File: src/rtl/fault_test_unit.sv
module fault_test_unit #(
  parameter int DIRS      = 4,
  parameter int FLIT_W    = 32,
  parameter int CRC_W     = 8,
  parameter logic [7:0] POLY = 8'h07,
  parameter int ERR_LIMIT = 3,
  parameter int CLEAN_RUN = 256
) (
  input  logic                  clk,
  input  logic                  rst_n,
  input  logic [DIRS-1:0]       flit_valid,
  input  logic [DIRS*FLIT_W-1:0] flit_data,
  input  logic [DIRS*CRC_W-1:0] flit_crc,
  input  logic [DIRS-1:0]       buf_fault,
  input  logic [DIRS-1:0]       xbar_fault,
  input  logic [DIRS-1:0]       hdr_fault,
  output logic [DIRS-1:0]       upstream_fault,
  output logic [DIRS-1:0]       port_en,
  output logic [DIRS-1:0]       fr_flag,
  output logic [DIRS*2-1:0]     fr_cause
);
  localparam int CLS = 4;
  localparam int CW  = $clog2(ERR_LIMIT + 1);
  localparam int RW  = $clog2(CLEAN_RUN);

  function automatic logic [CRC_W-1:0] crc_of(input logic [FLIT_W-1:0] d);
    logic [CRC_W-1:0] c;
    logic fb;
    c = '0;
    for (int i = FLIT_W - 1; i >= 0; i--) begin
      fb = c[CRC_W-1] ^ d[i];
      c  = {c[CRC_W-2:0], 1'b0} ^ (fb ? POLY : '0);
    end
    return c;
  endfunction

  logic [CW-1:0]   err_cnt   [DIRS][CLS];
  logic [RW-1:0]   clean_cnt [DIRS][CLS];
  logic [DIRS-1:0] dead, uf_q;
  logic [DIRS-1:0] bad_crc;
  logic [CLS-1:0]  hit  [DIRS];
  logic [CLS-1:0]  seen [DIRS];
  logic [CLS-1:0]  esc  [DIRS];

  always_comb begin
    for (int d = 0; d < DIRS; d++) begin
      bad_crc[d] = flit_valid[d] &&
                   (crc_of(flit_data[d*FLIT_W +: FLIT_W]) != flit_crc[d*CRC_W +: CRC_W]);
      hit[d]  = {hdr_fault[d], xbar_fault[d], buf_fault[d], bad_crc[d]};
      seen[d] = {CLS{flit_valid[d]}};
      for (int c = 0; c < CLS; c++)
        esc[d][c] = hit[d][c] && (err_cnt[d][c] >= CW'(ERR_LIMIT - 1)) && !dead[d];
    end
  end

  always_ff @(posedge clk) begin
    if (!rst_n) begin
      dead     <= '0;
      uf_q     <= '0;
      fr_flag  <= '0;
      fr_cause <= '0;
      for (int d = 0; d < DIRS; d++)
        for (int c = 0; c < CLS; c++) begin
          err_cnt[d][c]   <= '0;
          clean_cnt[d][c] <= '0;
        end
    end else begin
      uf_q <= bad_crc;
      for (int d = 0; d < DIRS; d++) begin
        fr_flag[d] <= |esc[d];
        if (|esc[d]) begin
          dead[d] <= 1'b1;
          for (int c = CLS - 1; c >= 0; c--)
            if (esc[d][c]) fr_cause[d*2 +: 2] <= 2'(c);
        end
        for (int c = 0; c < CLS; c++) begin
          if (hit[d][c]) begin
            clean_cnt[d][c] <= '0;
            if (err_cnt[d][c] != CW'(ERR_LIMIT)) err_cnt[d][c] <= err_cnt[d][c] + 1'b1;
          end else if (seen[d][c]) begin
            if (clean_cnt[d][c] == RW'(CLEAN_RUN - 1)) begin
              clean_cnt[d][c] <= '0;
              err_cnt[d][c]   <= '0;
            end else begin
              clean_cnt[d][c] <= clean_cnt[d][c] + 1'b1;
            end
          end
        end
      end
    end
  end

  assign port_en        = ~dead;
  assign upstream_fault = uf_q | dead;
endmodule


File: config.mk
export PLATFORM = sky130hd
export DESIGN_NAME = fault_test_unit
export DESIGN_NICKNAME = d
export VERILOG_FILES = /design/src/rtl/fault_test_unit.sv
export SDC_FILE = /design/constraint.sdc
export NUM_CORES = 1
export LEC_CHECK = 0
export ABC_AREA = 1
export BUFFER_PORTS_ARGS = -buffer_cell sky130_fd_sc_hd__buf_2
export CAP_MARGIN = 20
export CELL_PAD_IN_SITES_DETAIL_PLACEMENT = 0
export CELL_PAD_IN_SITES_GLOBAL_PLACEMENT = 1
export CORE_ASPECT_RATIO = 0.7
export CORE_MARGIN = 2
export CORE_UTILIZATION = 42
export DETAILED_ROUTE_END_ITERATION = 10
export GPL_ROUTABILITY_DRIVEN = 0
export PLACE_DENSITY_LB_ADDON = 0.1
export SLEW_MARGIN = 10
export SYNTH_ARGS = -nofsm -noshare
export SYNTH_HDL_FRONTEND = slang
export SYNTH_SLANG_ARGS = --single-unit
File: constraint.sdc
create_clock -name clk -period 3.42 [get_ports clk]
set_clock_uncertainty 0.2 [all_clocks]
set_input_delay 0.342 -clock clk [delete_from_list [all_inputs] [get_ports clk]]
set_output_delay 0.342 -clock clk [all_outputs]
set_load 0.02 [all_outputs]
==> qor.yml, run 1 <==
io_buffers: 197
worstPathRequired_ns: 3.40
synth_seq_cells: 180
grt_pass1_wl_mm: 64.38
synth.most_common_cell: "nand2_1"
p_sw_mw: 3.889
grt_max_degree: 27
cts_buffers: 17
dpl.cell_count: 3126
worst-path-max-fanout: 12
drc: 0
slew_headroom: 0.5044
clk_pin_slew_worst_paths_ns: 0.07
fin_util: 0.5281
pre_cts_ws_ns: -0.3560
hold_start: "rst_n"
synth_cell_types: 49
async_flop_share: 0
netlist_instances: 2378
wl_per_cell_um: 12.05
h-tree-depth: 4
numClockSinks: 180
fin_setup_tns_ns: 0
crit_path_top_delay_cell: "buf_12"
wl_mm: 38.24
synthesis.area_um2: 15530
clk_latency_ns: 0.44
start_util: 0.4296
syn_to_final_growth_pct: 22.92
outcome: "finished, final reports clean"
cp-start-kind: "input port"
r2r_setup_slack_ns: 0.74
tightest_slew_ns: 0.7356
power.clock.fraction: 0.216
slew_violations: 0
setup_ws_ns: 0.2509
ir_drop_v: 0.0003505
layout_min_cycle_time_ns: 3.169
fin_crit_sh: 0.9266
hold_viol: 0
io_pins: 198
avgSynthCellArea_um2: 6.530
hold_class: "input port to flip-flop"
dp_hpwl_mm: 31.21
cap_violations: 0
ys.flop_type: "edfxtp_1"
fmax_mhz: 315.6
r2r_end: "err_cnt[0][0]"
nets: 2897
synth_top_area_frac: 0.2901
yosys_warnings: 0
fin_cells: 3174
via_per_inst: 4.804
p_seq_frac: 0.295
drt_pass1_iterations: 7
crit_type: "input port to flip-flop"
rows: 58
yosysTopAreaCell: "edfxtp_1"
drtIter0Drc: 683
drive_gt1_frac: 0.2345
cp_common_cell: "nand2_1"
clockBufferDepth: 2
grt_overflow: 0
holdPathEnd: "fr_cause[1]"
whs_ns: 0.05024
vias: 15250
min_path_cells: 3
die-area_um2: 38550
yosysSeqAreaShare: 0.3288
core-area_um2: 36140
powerDensity_nw_per_um2: 495.0
endpoint_kind: "flip-flop"
clockRootBuffer: "clkbuf_16"
synthTopCellsByArea: "edfxtp_1, nand2_1, nand3_1, inv_1, nor2_1"
r2r.worst_path.cells: 12
setup_viol: 0
r2r_start: "clean_cnt[0][16]"
synthTopCellsByCount: "nand2_1, inv_1, nand3_1, nor2_1, edfxtp_1"
gr-usage-all-layers: 0.2038
drtAntennaViolNets: 0
antenna_found_initial: 6
syn_nets: 2602
first_global_vias: 14260
critPathMaxStageDelay_ns: 0.16
synth-edff-count: 150
cts_tree: "done"
p_leak_nw: 9.909
die_y_um: 164.9
die_w_um: 233.8
p_comb_frac: 0.489
arrival_ns: 3.15
intPower_mw: 5.559
grt_setup_unrepaired: "true"
netSwitchingFraction: 0.4116
## timing repair
item | in CTS | in global routing
gates resized for setup | 0 | 186
setup endpoints to repair | 0 | 65
hold buffers | 0 | 0
buffers inserted | 0 | 8
## cell type report
class	count	area (um^2)
timing repair buffer	285	1684
clock inverter	12	153.9
fill	3679	17050
tap	480	600.6
multi-input combinational	1816	9661
clock buffer	20	456.7
antenna	8	20.02
sequential	180	5105
inverter	373	1405
## power groups by stage
stage	combinational, mW	sequential [mW]	clock [mW]
final	4.62	2.78	2.04
after global routing	5.33	2.82	2.17
after CTS	4.27	2.79	2.09
after detailed placement	4.25	2.83	0
after global placement	4.16	2.82	0
after floorplan	3.08	2.85	0
## layout by cell type, fill, tap and decap left out, drive strengths merged, types with 11 or more instances in the layout
master	count
o21ai	20
edfxtp	150
clkbuf	22
nand3b	36
nand3	281
buf	283
dfxtp	30
nand4	35
xor2	55
a21oi	37
nor2	235
nand2	941
inv	374
nor3	35
or2	11
ha	46
xnor2	30
nor3b	25
## worst max path at each step
stage	endpoint	depth (start not counted)	slack, ns	start
global route	err_cnt[0][5]	31	-0.06	flit_data[61]
finish	err_cnt[0][0]	31	0.25	flit_data[94]
CTS	clean_cnt[1][29]	29	0.11	flit_data[61]
global placement	err_cnt[1][5]	30	-0.25	flit_data[61]
floorplan	err_cnt[1][0]	31	0.30	flit_data[61]
detailed placement	clean_cnt[1][29]	29	-0.36	flit_data[61]
## per-stage QoR
step	cell area, um^2	power (mW)
after global routing	19080	10.32
after detailed placement	17690	7.080
final	19090	9.447
after CTS	18300	9.143
after global placement	17690	6.979
after floorplan	15530	5.924
## worst max-delay path: cells and delay by family
family | cells | cell delay, ns
buffers and inverters | 5 | 0.50
and+or+nand+nor | 26 | 2.29
## per-layer routing
metal | vias to the layer above | part of all wire | GRT usage
li1 | 8153 | - | -
met1 | 6877 | 0.50 | 0.2807
met2 | 188 | 0.46 | 0.3396
met3 | 29 | 0.036 | 0.02642
met4 | 2 | 0.012 | 0.04833
met5 | - | 0.00034 | 0
## flip-flops by register name, summed over array words and instances, names as in the netlist
name and cells:
dead 4, fr_cause 8, err_cnt 32, uf_q 4
clean_cnt 128, fr_flag 4
## cell families (layout without fill, tap and decap cells)
family	after synthesis	count (layout)	synth area share
other cells	0	8	0
flops	180	180	0.3288
fa+ha+maj	46	46	0.03707
buf+inv	382	690	0.09299
simple gates	1609	1609	0.4629
compound gates	76	76	0.02796
xor+xnor	85	85	0.05036
No activity file was read; power rests on OpenSTA's default activity.
==> inputs of run 2 (changes only) <==
--- a/config.mk
+++ b/config.mk
@@ -7,7 +7,7 @@
 export LEC_CHECK = 0
 export ABC_AREA = 1
 export BUFFER_PORTS_ARGS = -buffer_cell sky130_fd_sc_hd__buf_2
-export CAP_MARGIN = 20
+export CAP_MARGIN = 40
 export CELL_PAD_IN_SITES_DETAIL_PLACEMENT = 0
 export CELL_PAD_IN_SITES_GLOBAL_PLACEMENT = 1
 export CORE_ASPECT_RATIO = 0.7
@@ -16,6 +16,7 @@
 export DETAILED_ROUTE_END_ITERATION = 10
 export GPL_ROUTABILITY_DRIVEN = 0
 export PLACE_DENSITY_LB_ADDON = 0.1
+export RECOVER_POWER = 25
 export SLEW_MARGIN = 10
 export SYNTH_ARGS = -nofsm -noshare
 export SYNTH_HDL_FRONTEND = slang
==> run 2 against run 1 <==
Effect of this change:
- via count is essentially flat
- critical path depth stayed put
- largest cell class unchanged
- design area about the same
==> qor.yml, run 2 (synthesis results as in run 1) <==
outcome: "finished, final reports clean"
grt_pass1_wl_mm: 64.38  # unchanged
mostFrequentLayoutCells: "nand2_1, inv_1, nand3_1, nor2_1, buf_2"
cap_violations: 0  # unchanged
io_pins: 198  # unchanged
clk_pin_slew_worst_paths_ns: 0.07  # about the same
arrival_ns: 3.15  # about the same
die-area_um2: 38550  # unchanged
drtAntennaViolNets: 0  # unchanged
nets: 2897  # unchanged
reg_top3: "clean_cnt x128, err_cnt x32, fr_cause x8"
fin_setup_tns_ns: 0  # unchanged
critPathTopFamily: "simple AND/OR/NAND/NOR gates"
layout_min_cycle_time_ns: 3.170  # +0.0009820 ns
cts_tree: "done"
crit_path_top_delay_cell: "buf_12"
total_power_mw: 9.447  # about the same
wl_mm: 38.25  # about the same
tightest_slew_ns: 1.088  # +0.3527 ns
rows: 58  # unchanged
clockBufferDepth: 2  # unchanged
via_per_inst: 4.805  # about the same
crit_end: "err_cnt[0][0]"
h-tree-depth: 4  # unchanged
met3_usage: 0.02642  # unchanged
syn_to_final_growth_pct: 22.86  # about the same
endpoint_kind: "flip-flop"
core-area_um2: 36140  # unchanged
hold_class: "input port to flip-flop"
p_leak_nw: 9.899  # -0.10%
grt_use_met1: 0.2807  # unchanged
die_w_um: 233.8  # unchanged
grt_setup_unrepaired: "true"
critPathMaxStageDelay_ns: 0.16  # about the same
drc: 0  # unchanged
hold_viol: 0  # unchanged
cp_common_cell: "nand2_1"
r2r_setup_slack_ns: 0.74  # about the same
crit_cells: 31  # unchanged
wl_per_cell_um: 12.05  # about the same
vias: 15250  # +0.0066%
r2r.worst_path.cells: 12  # unchanged
fmax_mhz: 315.5  # about the same
grt_overflow: 0  # unchanged
antenna_found_initial: 6  # unchanged
globalRouteMet2Util: 0.3396  # unchanged
clockRootBuffer: "clkbuf_16"
first_global_vias: 14260  # unchanged
clk_latency_ns: 0.44  # about the same
die_y_um: 164.9  # unchanged
cts_buffers: 17  # unchanged
drtIter0Drc: 683  # unchanged
setup_viol: 0  # unchanged
slew_violations: 0  # unchanged
ir_drop_v: 0.0003498  # -0.19%
dp_hpwl_mm: 31.21  # unchanged
io_buffers: 197  # unchanged
r2r_end: "err_cnt[0][0]"
grt_max_degree: 27  # unchanged
drive_gt1_frac: 0.2334  # -0.001117
cp-startpoint: "flit_data[94]"
grt_most_used_layer: "met2"
fin_crit_sh: 0.9269  # about the same
n_fill_cell: 3681  # +0.054%
regMostFlops: "clean_cnt"
numClockSinks: 180  # unchanged
crit_type: "input port to flip-flop"
slew_headroom: 0.2745  # -0.2299
worstPathRequired_ns: 3.40  # about the same
r2r_start: "clean_cnt[0][16]"
layout_commonest_cell: "nand2_1"
drt_pass1_iterations: 7  # unchanged
worst-path-max-fanout: 12  # unchanged
cp-start-kind: "input port"
powerDensity_nw_per_um2: 495.2  # about the same
path_buf_inv: 5  # unchanged
largest_reg_flops: 128  # unchanged
gr-usage-all-layers: 0.2038  # unchanged
start_util: 0.4296  # unchanged
==> run 2: final cells by class <==
type	instances	area, um^2	share of cell area
inverter	373	1405	0.07365
clock inverter	12	153.9	0.008067
tap	480	600.6	0.03148
multi-input combinational	1816	9661	0.5064
antenna	8	20.02	0.001049
timing repair buffer	285	1675	0.08782
clock buffer	20	456.7	0.02394
sequential	180	5105	0.2676
==> run 2: per-stage QoR <==
step | hold WS (ns) | area (um^2) | util | setup WS (ns) | instances
final | 0.09786 | 19080 | 0.5279 | 0.2500 | 3174
after global routing | 0.1191 | 19070 | 0.5277 | -0.05688 | 3171
after CTS | 0.03250 | 18300 | 0.5063 | 0.1052 | 3158
after detailed placement | 0.2415 | 17690 | 0.4894 | -0.3560 | 3126
after global placement | 0.2491 | 17690 | 0.4894 | -0.2452 | 3126
after floorplan | 0.2659 | 15530 | - | 0.2987 | 2378
==> run 2: how the worst min path moves through the flow <==
stage,from,endpoint,depth (start not counted)
floorplan,dead[1],dead[1],2
global placement,fr_cause[2],fr_cause[2],2
detailed placement,fr_cause[2],fr_cause[2],2
CTS,rst_n,fr_cause[1],3
global route,xbar_fault[3],err_cnt[3][3],3
finish,hdr_fault[2],err_cnt[2][0],3
==> run 2: power breakdown <==
| group | leakage, nW | switching (mW) | internal [mW] | total [mW] |
|---|---|---|---|---|
| Sequential | 1.94 | 0.157 | 2.63 | 2.78 |
| Clock | 0.292 | 0.853 | 1.19 | 2.04 |
| Combinational | 7.66 | 2.88 | 1.74 | 4.62 |
| Total | 9.90 | 3.89 | 5.56 | 9.45 |
==> run 2: routing by layer <==
metal / vias to the layer above / wire [um] / part of all wire
li1: 8153 / - / -
met3: 29 / 1412 / 0.037
met1: 6883 / 18920 / 0.49
met4: 2 / 461 / 0.012
met2: 183 / 17440 / 0.46
met5: - / 13 / 0.00034
==> run 2: worst min-delay path, delay by kind of cell <==
| kind | cells | cell delay (ns) |
|---|---|---|
| and+or+nand+nor | 2 | 0.18 |
| buffers and inverters | 1 | 0.10 |
==> run 2: what timing repair did <==
action / in CTS / in global routing
hold buffers: 0 / 0
buffers inserted: 0 / 8
gates resized for setup: 0 / 186
endpoints found under the setup margin: 0 / 65
==> inputs of run 3 (changes only) <==
--- a/config.mk
+++ b/config.mk
@@ -5,14 +5,14 @@
 export SDC_FILE = /design/constraint.sdc
 export NUM_CORES = 1
 export LEC_CHECK = 0
-export ABC_AREA = 1
+export ABC_AREA = 0
 export BUFFER_PORTS_ARGS = -buffer_cell sky130_fd_sc_hd__buf_2
 export CAP_MARGIN = 40
 export CELL_PAD_IN_SITES_DETAIL_PLACEMENT = 0
 export CELL_PAD_IN_SITES_GLOBAL_PLACEMENT = 1
 export CORE_ASPECT_RATIO = 0.7
 export CORE_MARGIN = 2
-export CORE_UTILIZATION = 42
+export CORE_UTILIZATION = 46
 export DETAILED_ROUTE_END_ITERATION = 10
 export GPL_ROUTABILITY_DRIVEN = 0
 export PLACE_DENSITY_LB_ADDON = 0.1
==> run 3 against run 2 <==
Effect of this change:
- global-route usage shrank 1.2 points
- critical path type unchanged
- via count decreased by 38%
- largest power group unchanged
- combinational power shrank 6.1%
- maximum frequency decreased by 5.5%
- worst setup slack worse by 0.18 ns
==> qor.yml, run 3 <==
outcome: "finished, final reports clean"
fin_util: 0.5825  # +0.05459
tightest_slew_ns: 1.125  # +0.03713 ns
syn_to_final_growth_pct: 23.76
io_buffers: 197  # unchanged
cts_buffers: 17  # unchanged
grt_overflow: 0  # unchanged
synth_fa_ha_area_frac: 0.04376  # +0.006688
r2r.worst_path.cells: 11  # -1
h-tree-depth: 4  # unchanged
grt_use_met1: 0.2944  # +0.01365
crit_type: "input port to flip-flop"
first_global_vias: 9370  # -34%
numClockSinks: 180  # unchanged
worstPathRequired_ns: 3.49  # +0.09 ns
synthesis.area_um2: 13150  # -15%
synth_top_family_by_area: "XOR/XNOR gates"
ir_drop_v: 0.0004029  # +15%
via_per_inst: 4.973  # +3.5%
io_pins: 198  # unchanged
drtAntennaViolNets: 0  # unchanged
cts_tree: "done"
ys.flop_type: "edfxtp_1"
cp-start-kind: "input port"
placed_area_um2: 15580  # -12%
min_path_cells: 2  # -1
r2r_setup_slack_ns: 0.27  # -0.47 ns
nets: 1755  # -39%
layout_min_cycle_time_ns: 3.355  # +0.1849 ns
hold_viol: 0  # unchanged
regMostFlops: "clean_cnt"
synth_cell_types: 61  # +24%
netlist_instances: 1217  # -49%
grt_max_degree: 36  # +33%
largest_reg_flops: 128  # unchanged
grt_setup_unrepaired: "true"
antenna_found_initial: 0  # -6
die_y_um: 145.5  # -12%
r2r_end: "err_cnt[1][3]"
slew_headroom: 0.2498  # -0.02476
synth.most_common_cell: "xnor2_1"
grt_pass1_wl_mm: 46.21  # -28%
clockBufferDepth: 2  # unchanged
postCtsHoldBufs: 0  # unchanged
wl_mm: 28.56  # -25%
drive_gt1_frac: 0.2623  # +0.02887
fin_area_um2: 16280  # -15%
setup_ws_ns: 0.06502  # -0.1849 ns
drc: 0  # unchanged
syn_nets: 1441  # -45%
yosysSeqAreaShare: 0.3881  # +0.05932
grt_most_used_layer: "met1"
fmax_mhz: 298.1  # -5.5%
dp_hpwl_mm: 22.54  # -28%
clk_pin_slew_worst_paths_ns: 0.08  # about the same
synth-edff-count: 150  # unchanged
globalRouteMet2Util: 0.2876  # -0.05198
die_w_um: 206.1  # -12%
synth_seq_cells: 180  # unchanged
start_util: 0.4706  # +0.04098
synthMuxAreaShare: 0.008751  # +0.008751
drtIter0Drc: 457  # -33%
gr-usage-all-layers: 0.1919  # -0.01190
fin_crit_sh: 0.9810  # +0.05408
pre_cts_ws_ns: -0.3974  # -0.04144 ns
wl_per_cell_um: 14.92  # +24%
clk_latency_ns: 0.44  # about the same
cap_violations: 0  # unchanged
hold_start: "hdr_fault[3]"
core-area_um2: 27950  # -23%
num_antenna_cells: 0  # -8
synth_simple_gate_area_frac: 0.1660  # -0.2969
worst-path-max-fanout: 7  # -5
layout_commonest_cell: "buf_2"
synth_compound_area_frac: 0.05089  # +0.02293
powerDensity_nw_per_um2: 549.1  # +11%
avgSynthCellArea_um2: 10.81  # +66%
holdPathEnd: "clean_cnt[3][6]"
met3_usage: 0.03224  # +0.005828
vias: 9523  # -38%
reg_top3: "clean_cnt x128, err_cnt x32, fr_cause x8"
synth_top_area_frac: 0.3424  # +0.05234
drt_pass1_iterations: 5  # -2
synthTopCellsByCount: "xnor2_1, nor2_1, edfxtp_1, xor2_1, nand3_1"
hold_class: "input port to flip-flop"
synthTopCellsByArea: "edfxtp_1, xnor2_1, xnor3_1, xor2_1, dfxtp_1"
yosys_warnings: 0  # unchanged
arrival_ns: 3.43  # +0.28 ns
yosysTopAreaCell: "edfxtp_1"
die-area_um2: 29990  # -22%
async_flop_share: 0  # unchanged
setup_viol: 0  # unchanged
r2r_start: "clean_cnt[0][16]"
p_leak_nw: 7.080  # -28%
clockRootBuffer: "clkbuf_16"
slew_violations: 0  # unchanged
synth_xor_area_frac: 0.3207  # +0.2704
mostFrequentLayoutCells: "buf_2, xnor2_1, nor2_1, edfxtp_1, buf_4"
endpoint_kind: "flip-flop"
rows: 51  # -12%
==> run 3: worst max path at each step <==
stage / startpoint / to / slack (ns) / cells after the start
floorplan: flit_data[121] / err_cnt[3][6] / -0.07 / 10
global placement: flit_data[93] / err_cnt[0][5] / -0.30 / 13
detailed placement: flit_data[30] / err_cnt[0][3] / -0.40 / 12
CTS: flit_data[30] / err_cnt[0][3] / 0.06 / 12
global route: flit_data[25] / err_cnt[1][6] / -0.09 / 12
finish: flit_data[25] / err_cnt[1][3] / 0.07 / 13
==> run 3: repair_timing <==
item | in CTS | in global routing
setup buffers | 0 | 4
gates resized for setup | 0 | 25
setup endpoints to repair | 0 | 20
==> run 3: logic make-up (layout without fill, tap and decap cells) <==
group / after synthesis / count (layout)
xor+xnor: 368 / 368
mux: 11 / 11
compound gates: 93 / 94
buf+inv: 71 / 397
flops: 180 / 180
fa+ha+maj: 46 / 46
simple gates: 448 / 448
==> run 3: critical path, stage by stage <==
cell       delay [ns]
buf_8            0.11
xnor2_4          0.15
xnor3_2          0.46
buf_4            0.16
xnor2_2          0.21
xnor3_1          0.44
or2_1            0.25
mux2i_1          0.16
o2111ai_1        0.12
buf_4            0.17
or3b_4           0.43
o31a_4           0.18
a211oi_2         0.24
==> run 3: per-layer routing <==
layer	vias to the layer above	share of wire
li1	4901	-
met1	4471	0.52
met2	137	0.44
met3	14	0.035
met4	0	0.0060
met5	-	0
==> run 3: where the power goes <==
part	switching, mW	internal, mW	leakage (nW)	total, mW
logic	1.96	2.38	4.86	4.34
registers	0.144	2.57	1.95	2.71
clock network	0.914	0.974	0.271	1.89
==> run 3: final cells by class <==
class | instances | area, um^2
repair buffers | 318 | 1916
multi-input cells | 967 | 8059
fillers | 2443 | 11670
well taps | 371 | 464.2
inverters | 47 | 176.4
flip-flops and latches | 180 | 5105
clock inverters | 13 | 116.4
clock buffers | 19 | 442.9
==> run 3: metrics by stage <==
| stage | hold WS [ns] | power (mW) | TNS [ns] | instances |
|---|---|---|---|---|
| 6_report | 0.05983 | 8.938 | 0 | 1915 |
| 3_3_place_gp | 0.2646 | 6.983 | -11.12 | 1878 |
| 2_1_floorplan | 0.2485 | 5.792 | -0.1419 | 1217 |
| 3_5_place_dp | 0.2734 | 7.024 | -13.80 | 1878 |
| 4_1_cts | 0.04484 | 8.929 | 0 | 1910 |
| 5_1_grt | 0.06913 | 9.500 | -0.4537 | 1915 |
